[src/rtl/pll_sup_pkg.sv]
package pll_sup_pkg;

  // Software-visible control state held by the supervisor
  typedef struct packed {
    logic on;
    logic auto_md;
    logic trk;
    logic bcs;
    logic ie;
  } pll_ctrl_t;

  localparam int unsigned SYNC_STAGES = 2;

endpackage

[src/rtl/pll_tol_sync.sv]
module pll_tol_sync #(
  parameter int unsigned STAGES = 2
) (
  input  logic clk,
  input  logic rst_n,
  input  logic d_async,
  output logic q_sync
);

  logic [STAGES-1:0] sh_q;
  logic [STAGES-1:0] sh_d;

  always_comb begin
    sh_d = {sh_q[STAGES-2:0], d_async};
  end

  always_ff @(posedge clk or negedge rst_n) begin
    if (!rst_n) sh_q <= '0;
    else        sh_q <= sh_d;
  end

  assign q_sync = sh_q[STAGES-1];

endmodule

[src/rtl/pll_dly_timer.sv]
module pll_dly_timer #(
  parameter int unsigned W = 16
) (
  input  logic         clk,
  input  logic         rst_n,
  input  logic         run,
  input  logic [W-1:0] limit,
  output logic         done
);

  logic [W-1:0] cnt_q;
  logic [W-1:0] cnt_d;
  logic         cnt_en;

  always_comb begin
    cnt_en = 1'b0;
    cnt_d  = cnt_q;
    if (!run) begin
      cnt_en = (cnt_q != '0);
      cnt_d  = '0;
    end else if (cnt_q < limit) begin
      cnt_en = 1'b1;
      cnt_d  = cnt_q + 1'b1;
    end
  end

  always_ff @(posedge clk or negedge rst_n) begin
    if (!rst_n)      cnt_q <= '0;
    else if (cnt_en) cnt_q <= cnt_d;
  end

  assign done = (cnt_q >= limit);

  // a stopped timer is back at zero one edge later
  a_r9_timer_restart: assert property (@(posedge clk) disable iff (!rst_n)
    !run |=> (cnt_q == '0));

endmodule

[src/rtl/pll_lock_irq.sv]
module pll_lock_irq (
  input  logic clk,
  input  logic rst_n,
  input  logic tol_s,
  input  logic on,
  input  logic auto_md,
  input  logic ie,
  input  logic ack,
  output logic lock_nxt,
  output logic lock_q,
  output logic irq_q
);

  logic irq_d;
  logic chg;

  always_comb begin
    lock_nxt = on & auto_md & tol_s;
    chg      = (lock_nxt != lock_q);
    irq_d    = 1'b0;
    if (auto_md) irq_d = (irq_q & ~ack) | (ie & chg);
  end

  always_ff @(posedge clk or negedge rst_n) begin
    if (!rst_n) begin
      lock_q <= 1'b0;
      irq_q  <= 1'b0;
    end else begin
      lock_q <= lock_nxt;
      irq_q  <= irq_d;
    end
  end

  // manual mode drops lock and interrupt on the next edge
  a_r5_no_lock_manual: assert property (@(posedge clk) disable iff (!rst_n)
    !auto_md |=> !lock_q);
  a_r5_no_irq_manual: assert property (@(posedge clk) disable iff (!rst_n)
    !auto_md |=> !irq_q);
  // an enabled lock change in automatic mode leaves irq set
  a_r3_irq_on_change: assert property (@(posedge clk) disable iff (!rst_n)
    ((lock_q != $past(lock_q)) && $past(ie && auto_md)) |-> irq_q);

endmodule

[src/rtl/pll_sup_ctrl.sv]
module pll_sup_ctrl
  import pll_sup_pkg::*;
#(
  parameter int unsigned DLY_W = 16
) (
  input  logic             clk,
  input  logic             rst_n,
  input  logic             wr_en,
  input  logic             wr_pll_on,
  input  logic             wr_auto,
  input  logic             wr_track,
  input  logic             wr_bcs,
  input  logic             wr_irq_en,
  input  logic             irq_ack,
  input  logic [DLY_W-1:0] acq_delay,
  input  logic [DLY_W-1:0] trk_delay,
  input  logic             in_tol,
  output logic             pll_on,
  output logic             track,
  output logic             lock,
  output logic             irq,
  output logic             bcs_sel,
  output logic             seq_err
);

  pll_ctrl_t ctl_q, ctl_d;
  logic      err_q, err_d;
  logic      tol_s;
  logic      lock_nxt, lock_q, irq_q;
  logic      acq_done, trk_done;
  logic      turn_on;

  pll_tol_sync #(.STAGES(SYNC_STAGES)) u_sync (
    .clk(clk), .rst_n(rst_n), .d_async(in_tol), .q_sync(tol_s));

  pll_lock_irq u_lock (
    .clk(clk), .rst_n(rst_n), .tol_s(tol_s), .on(ctl_q.on),
    .auto_md(ctl_q.auto_md), .ie(ctl_q.ie), .ack(irq_ack),
    .lock_nxt(lock_nxt), .lock_q(lock_q), .irq_q(irq_q));

  pll_dly_timer #(.W(DLY_W)) u_acq_tmr (
    .clk(clk), .rst_n(rst_n), .run(ctl_q.on),
    .limit(acq_delay), .done(acq_done));

  pll_dly_timer #(.W(DLY_W)) u_trk_tmr (
    .clk(clk), .rst_n(rst_n),
    .run(ctl_q.on & ctl_q.trk & ~ctl_q.auto_md),
    .limit(trk_delay), .done(trk_done));

  always_comb begin
    ctl_d   = ctl_q;
    err_d   = 1'b0;
    turn_on = 1'b0;
    if (ctl_q.auto_md) ctl_d.trk = lock_nxt;
    if (wr_en) begin
      ctl_d.on      = wr_pll_on;
      ctl_d.auto_md = wr_auto;
      ctl_d.ie      = wr_irq_en;
      if (wr_auto) begin
        ctl_d.trk = lock_nxt;
        ctl_d.bcs = wr_bcs;
      end else begin
        turn_on = ~ctl_q.on & wr_pll_on;
        if (wr_track && !ctl_q.trk) begin
          if (turn_on || !acq_done) begin
            err_d     = 1'b1;
            ctl_d.trk = 1'b0;
          end else begin
            ctl_d.trk = 1'b1;
          end
        end else begin
          ctl_d.trk = wr_track;
        end
        if (wr_bcs && !ctl_q.bcs) begin
          if (!ctl_q.trk || !trk_done) begin
            err_d     = 1'b1;
            ctl_d.bcs = 1'b0;
          end else begin
            ctl_d.bcs = 1'b1;
          end
        end else begin
          ctl_d.bcs = wr_bcs;
        end
        if (!ctl_d.trk) ctl_d.bcs = 1'b0;
      end
    end
    if (!ctl_d.on) begin
      ctl_d.trk = 1'b0;
      ctl_d.bcs = 1'b0;
    end
  end

  always_ff @(posedge clk or negedge rst_n) begin
    if (!rst_n) begin
      ctl_q <= '0;
      err_q <= 1'b0;
    end else begin
      ctl_q <= ctl_d;
      err_q <= err_d;
    end
  end

  assign pll_on  = ctl_q.on;
  assign track   = ctl_q.trk;
  assign bcs_sel = ctl_q.bcs;
  assign lock    = lock_q;
  assign irq     = irq_q;
  assign seq_err = err_q;

  // the PLL clock is never selected while the PLL is off
  a_r9_bcs_needs_on: assert property (@(posedge clk) disable iff (!rst_n)
    bcs_sel |-> pll_on);
  // in manual mode the PLL clock is selected only while tracking
  a_r8_bcs_needs_track: assert property (@(posedge clk) disable iff (!rst_n)
    (!ctl_q.auto_md && bcs_sel) |-> track);
  // entering tracking manually needs the acquisition delay expired
  a_r7_track_after_delay: assert property (@(posedge clk) disable iff (!rst_n)
    (!ctl_q.auto_md && $rose(track)) |-> $past(acq_done));

endmodule

[config.mk]
export PLATFORM = sky130hd
export DESIGN_NAME = pll_sup_ctrl
export DESIGN_NICKNAME = d
export VERILOG_FILES = /design/src/rtl/pll_sup_pkg.sv /design/src/rtl/pll_tol_sync.sv /design/src/rtl/pll_dly_timer.sv /design/src/rtl/pll_lock_irq.sv /design/src/rtl/pll_sup_ctrl.sv
export SDC_FILE = /design/constraint.sdc
export NUM_CORES = 1
export LEC_CHECK = 0
export CAP_MARGIN = 20
export CORE_ASPECT_RATIO = 1.25
export CORE_UTILIZATION = 35
export DETAILED_ROUTE_END_ITERATION = 10
export DONT_BUFFER_PORTS = 1
export GPL_ROUTABILITY_DRIVEN = 0
export PLACE_DENSITY_LB_ADDON = 0.08
export SYNTH_ARGS = -nofsm -noshare
export SYNTH_HDL_FRONTEND = slang
export SYNTH_SLANG_ARGS = --single-unit
export TNS_END_PERCENT = 50
[constraint.sdc]
create_clock -name clk -period 2.62 [get_ports clk]
set_clock_uncertainty 0.15 [all_clocks]
set_input_delay 0.262 -clock clk [delete_from_list [all_inputs] [get_ports clk]]
set_output_delay 0.262 -clock clk [all_outputs]
set_load 0.05 [all_outputs]
==> flow_summary.toml <==
[placement]
dp_hpwl_um = 6404
dp.cells = 512
port_buffers = 0

[routing]
dr_total_vias = 2833
ant_nets = 0
first_iter_violations = 122
wl_um = 8432
wl_per_cell_um = 15.70
first_pass_iters = 5
drc = 0
via_per_inst = 5.276

[clocking]
clk_latency_ns = 0.30
cts_tree = "yes"
numCtsBuffers = 5
clkTransAtPathRegs_ns = 0.09
clk_path_buf_depth = 2
cts_sinks = 42
htreeDepth = 2
ctsRootBufferMaster = "clkbuf_8"

[final_layout]
area_delta_synth_final_pct = 24.69
num-fill-cells = 877
nNetsFinal = 494
final_cell_mix = "inv_1 (47), nand2_1 (44), dfrtp_1 (41), buf_4 (41), ha_1 (34)"
diodes = 0
layout-drive-gt1-share_pct = 18.23
fin_cells = 537
utilization_pct = 44.88
final_common_cell = "inv_1"

[run]
maxCapViolations = 0

[yosys]
yosys.area.top_type_share_pct = 33.56
synth-seq-cells = 42
synth_nets = 441
synth_edf_count = 0
synth_cell_types = 51
synth_area_leaders = "dfrtp_1 (34%), ha_1 (14%), inv_1 (5.6%)"
synth_area_um2 = 3132
avgSynthCellArea_um2 = 8.627
syn-instance-count = 363
ys.flop_type = "dfrtp_1"
ys_warn_count = 0
async_flop_share_pct = 100.0
synth_top_area_cell = "dfrtp_1"
ys_seq_area_share_pct = 33.56

[power_and_ir_drop]
powerDensity_nw_per_um2 = 488.2
leakage_nw = 1.845
finalPower_mw = 1.906
peakVddDrop_uv = 312.3

[sta]
period_minus_slack_ns = 2.536
rsz0062_at_grt = "true"
fin_tns_setup_ns = 0
max_slew_margin_pct = 64.53
clock.fmax_mhz = 394.4
hold_viol_final = 0
worst_slew_pin_slew_ns = 0.5321
finalSetupViolCount = 0
slew_violations = 0
min_period_over_period_pct = 96.78

[floorplan]
initial_core_util_pct = 35.99
row_count = 38
die_y_um = 107.8
ios = 48
dieArea_um2 = 9333
die_x_um = 86.61
coreArea_um2 = 8701

[hold_path]
hold_depth = 2
min_from = "wr_en"
hold_class = "in2reg"
worstHoldEndpoint = "bcs_sel$_DFFE_PN0P_"

[setup_path]
r2r_slack_ns = 0.08
crit_fanout = 7
crit_type = "reg2reg"
crit_family = "compound AO/OA/AOI/OAI gates"
crit_path_end_kind = "flop"
r2r_end = "u_trk_tmr.cnt_q[7]$_DFFE_PN0P_"
worstPathRequired_ns = 2.70
r2r_start = "u_trk_tmr.cnt_q[11]$_DFFE_PN0P_"
cp_cell_sequence = "ha_1 -> nand4_1 -> nor4_4 -> a21boi_4 -> buf_4 -> nor4_4 -> buf_4 -> a31o_2 -> a21oi_1"
critPathArrivalTime_ns = 2.61
slowest_delay_ns = 0.46
critical_path.startpoint_type = "flop"
path_buf_inv = 2
rr_worst_depth = 9
cp_slowest_cell = "dfrtp_2"

[grt]
gr-total-overflow = 0
grt_max_degree = 43
grt.total_usage_pct = 19.27
grt_pass1_vias = 2884
antenna_found_initial = 0
grt_pass1_wl_um = 13740

[status]
status = "complete, no violations"
-- registers in the layout, summed over array words and instances, names as in the netlist, 2 cells and up --
name,cells
u_acq_tmr.cnt_q,16
u_trk_tmr.cnt_q,16
ctl_q,2
u_sync.sh_q,2
-- power by group --
part | switching (mW) | internal [mW] | total [mW]
logic | 0.324 | 0.211 | 0.534
clock network | 0.257 | 0.382 | 0.639
registers | 0.0452 | 0.688 | 0.733
total | 0.626 | 1.28 | 1.91
-- logic make-up after synthesis --
| group | Yosys count | share of synthesized area (%) |
|---|---|---|
| simple gates | 138 | 23.85 |
| compound gates | 75 | 15.66 |
| buf+inv | 54 | 6.751 |
| flops | 42 | 33.56 |
| fa+ha+maj | 36 | 14.38 |
| mux | 15 | 4.954 |
| xor+xnor | 3 | 0.8391 |
-- final cells by class --
class                           instances  area, um2  area share, %
Clock inverter                          3      68.82          1.762
Multi-Input combinational cell        267       1943          49.76
Inverter                               47      176.4          4.518
Clock buffer                            5      68.82          1.762
Tap cell                              120      150.1          3.845
Sequential cell                        42       1052          26.95
Timing Repair Buffer                   53      445.4          11.41
-- synth_stat cells (3+ instances only) --
cell type / count
inv_1: 47
nand2_1: 44
dfrtp_1: 42
ha_1: 36
a21oi_1: 25
nand3_1: 16
o21ai_0: 16
nand4_1: 13
nor2_1: 13
mux2i_1: 11
nor4_1: 11
nand2b_1: 7
nor3_1: 7
and2_1: 5
a31o_2: 4
clkbuf_1: 4
mux2_2: 4
o31ai_1: 4
o41ai_1: 4
or3_1: 4
a31oi_1: 3
nor2b_1: 3
nor4b_1: 3
o311ai_0: 3
xnor2_1: 3
-- per-layer routing --
metal	wire, um	GRT usage [%]
met5	0	0
met2	4541	36.96
met3	242	2.761
met1	3508	21.26
met4	140	6.548
-- repair_timing --
action / 4_1_cts / 5_1_grt
endpoints found under the setup margin: 15 / 18
setup buffers: 1 / 4
pin swaps: 2 / 8
resized for setup: 4 / 12
hold buffers: 12 / 0
endpoints found under the hold margin: 49 / 0
cloned: 0 / 0
-- how the worst max path moves through the flow --
| stage | to | slack, ns | cells past startpoint | startpoint |
|---|---|---|---|---|
| floorplan | u_trk_tmr.cnt_q[11]$_DFFE_PN0P_ | 0.17 | 8 | u_trk_tmr.cnt_q[5]$_DFFE_PN0P_ |
| global placement | u_trk_tmr.cnt_q[7]$_DFFE_PN0P_ | -0.21 | 9 | u_trk_tmr.cnt_q[15]$_DFFE_PN0P_ |
| detailed placement | u_trk_tmr.cnt_q[7]$_DFFE_PN0P_ | -0.19 | 9 | u_trk_tmr.cnt_q[15]$_DFFE_PN0P_ |
| CTS | u_acq_tmr.cnt_q[5]$_DFFE_PN0P_ | 0.01 | 8 | u_acq_tmr.cnt_q[13]$_DFFE_PN0P_ |
| global route | u_trk_tmr.cnt_q[13]$_DFFE_PN0P_ | -0.02 | 9 | u_trk_tmr.cnt_q[11]$_DFFE_PN0P_ |
| finish | u_trk_tmr.cnt_q[7]$_DFFE_PN0P_ | 0.08 | 9 | u_trk_tmr.cnt_q[11]$_DFFE_PN0P_ |
-- stage by stage --
step / hold slack [ns] / worst slack, ns / area, um2
2_1_floorplan: -0.1836 / 0.1656 / 3132
3_3_place_gp: -0.1827 / -0.2050 / 3517
3_5_place_dp: -0.1823 / -0.1945 / 3517
4_1_cts: 0.0009193 / 0.01006 / 3824
5_1_grt: 0.003435 / -0.02074 / 3905
6_report: 0.01234 / 0.08440 / 3905
Power figures use the tool's default switching activity.
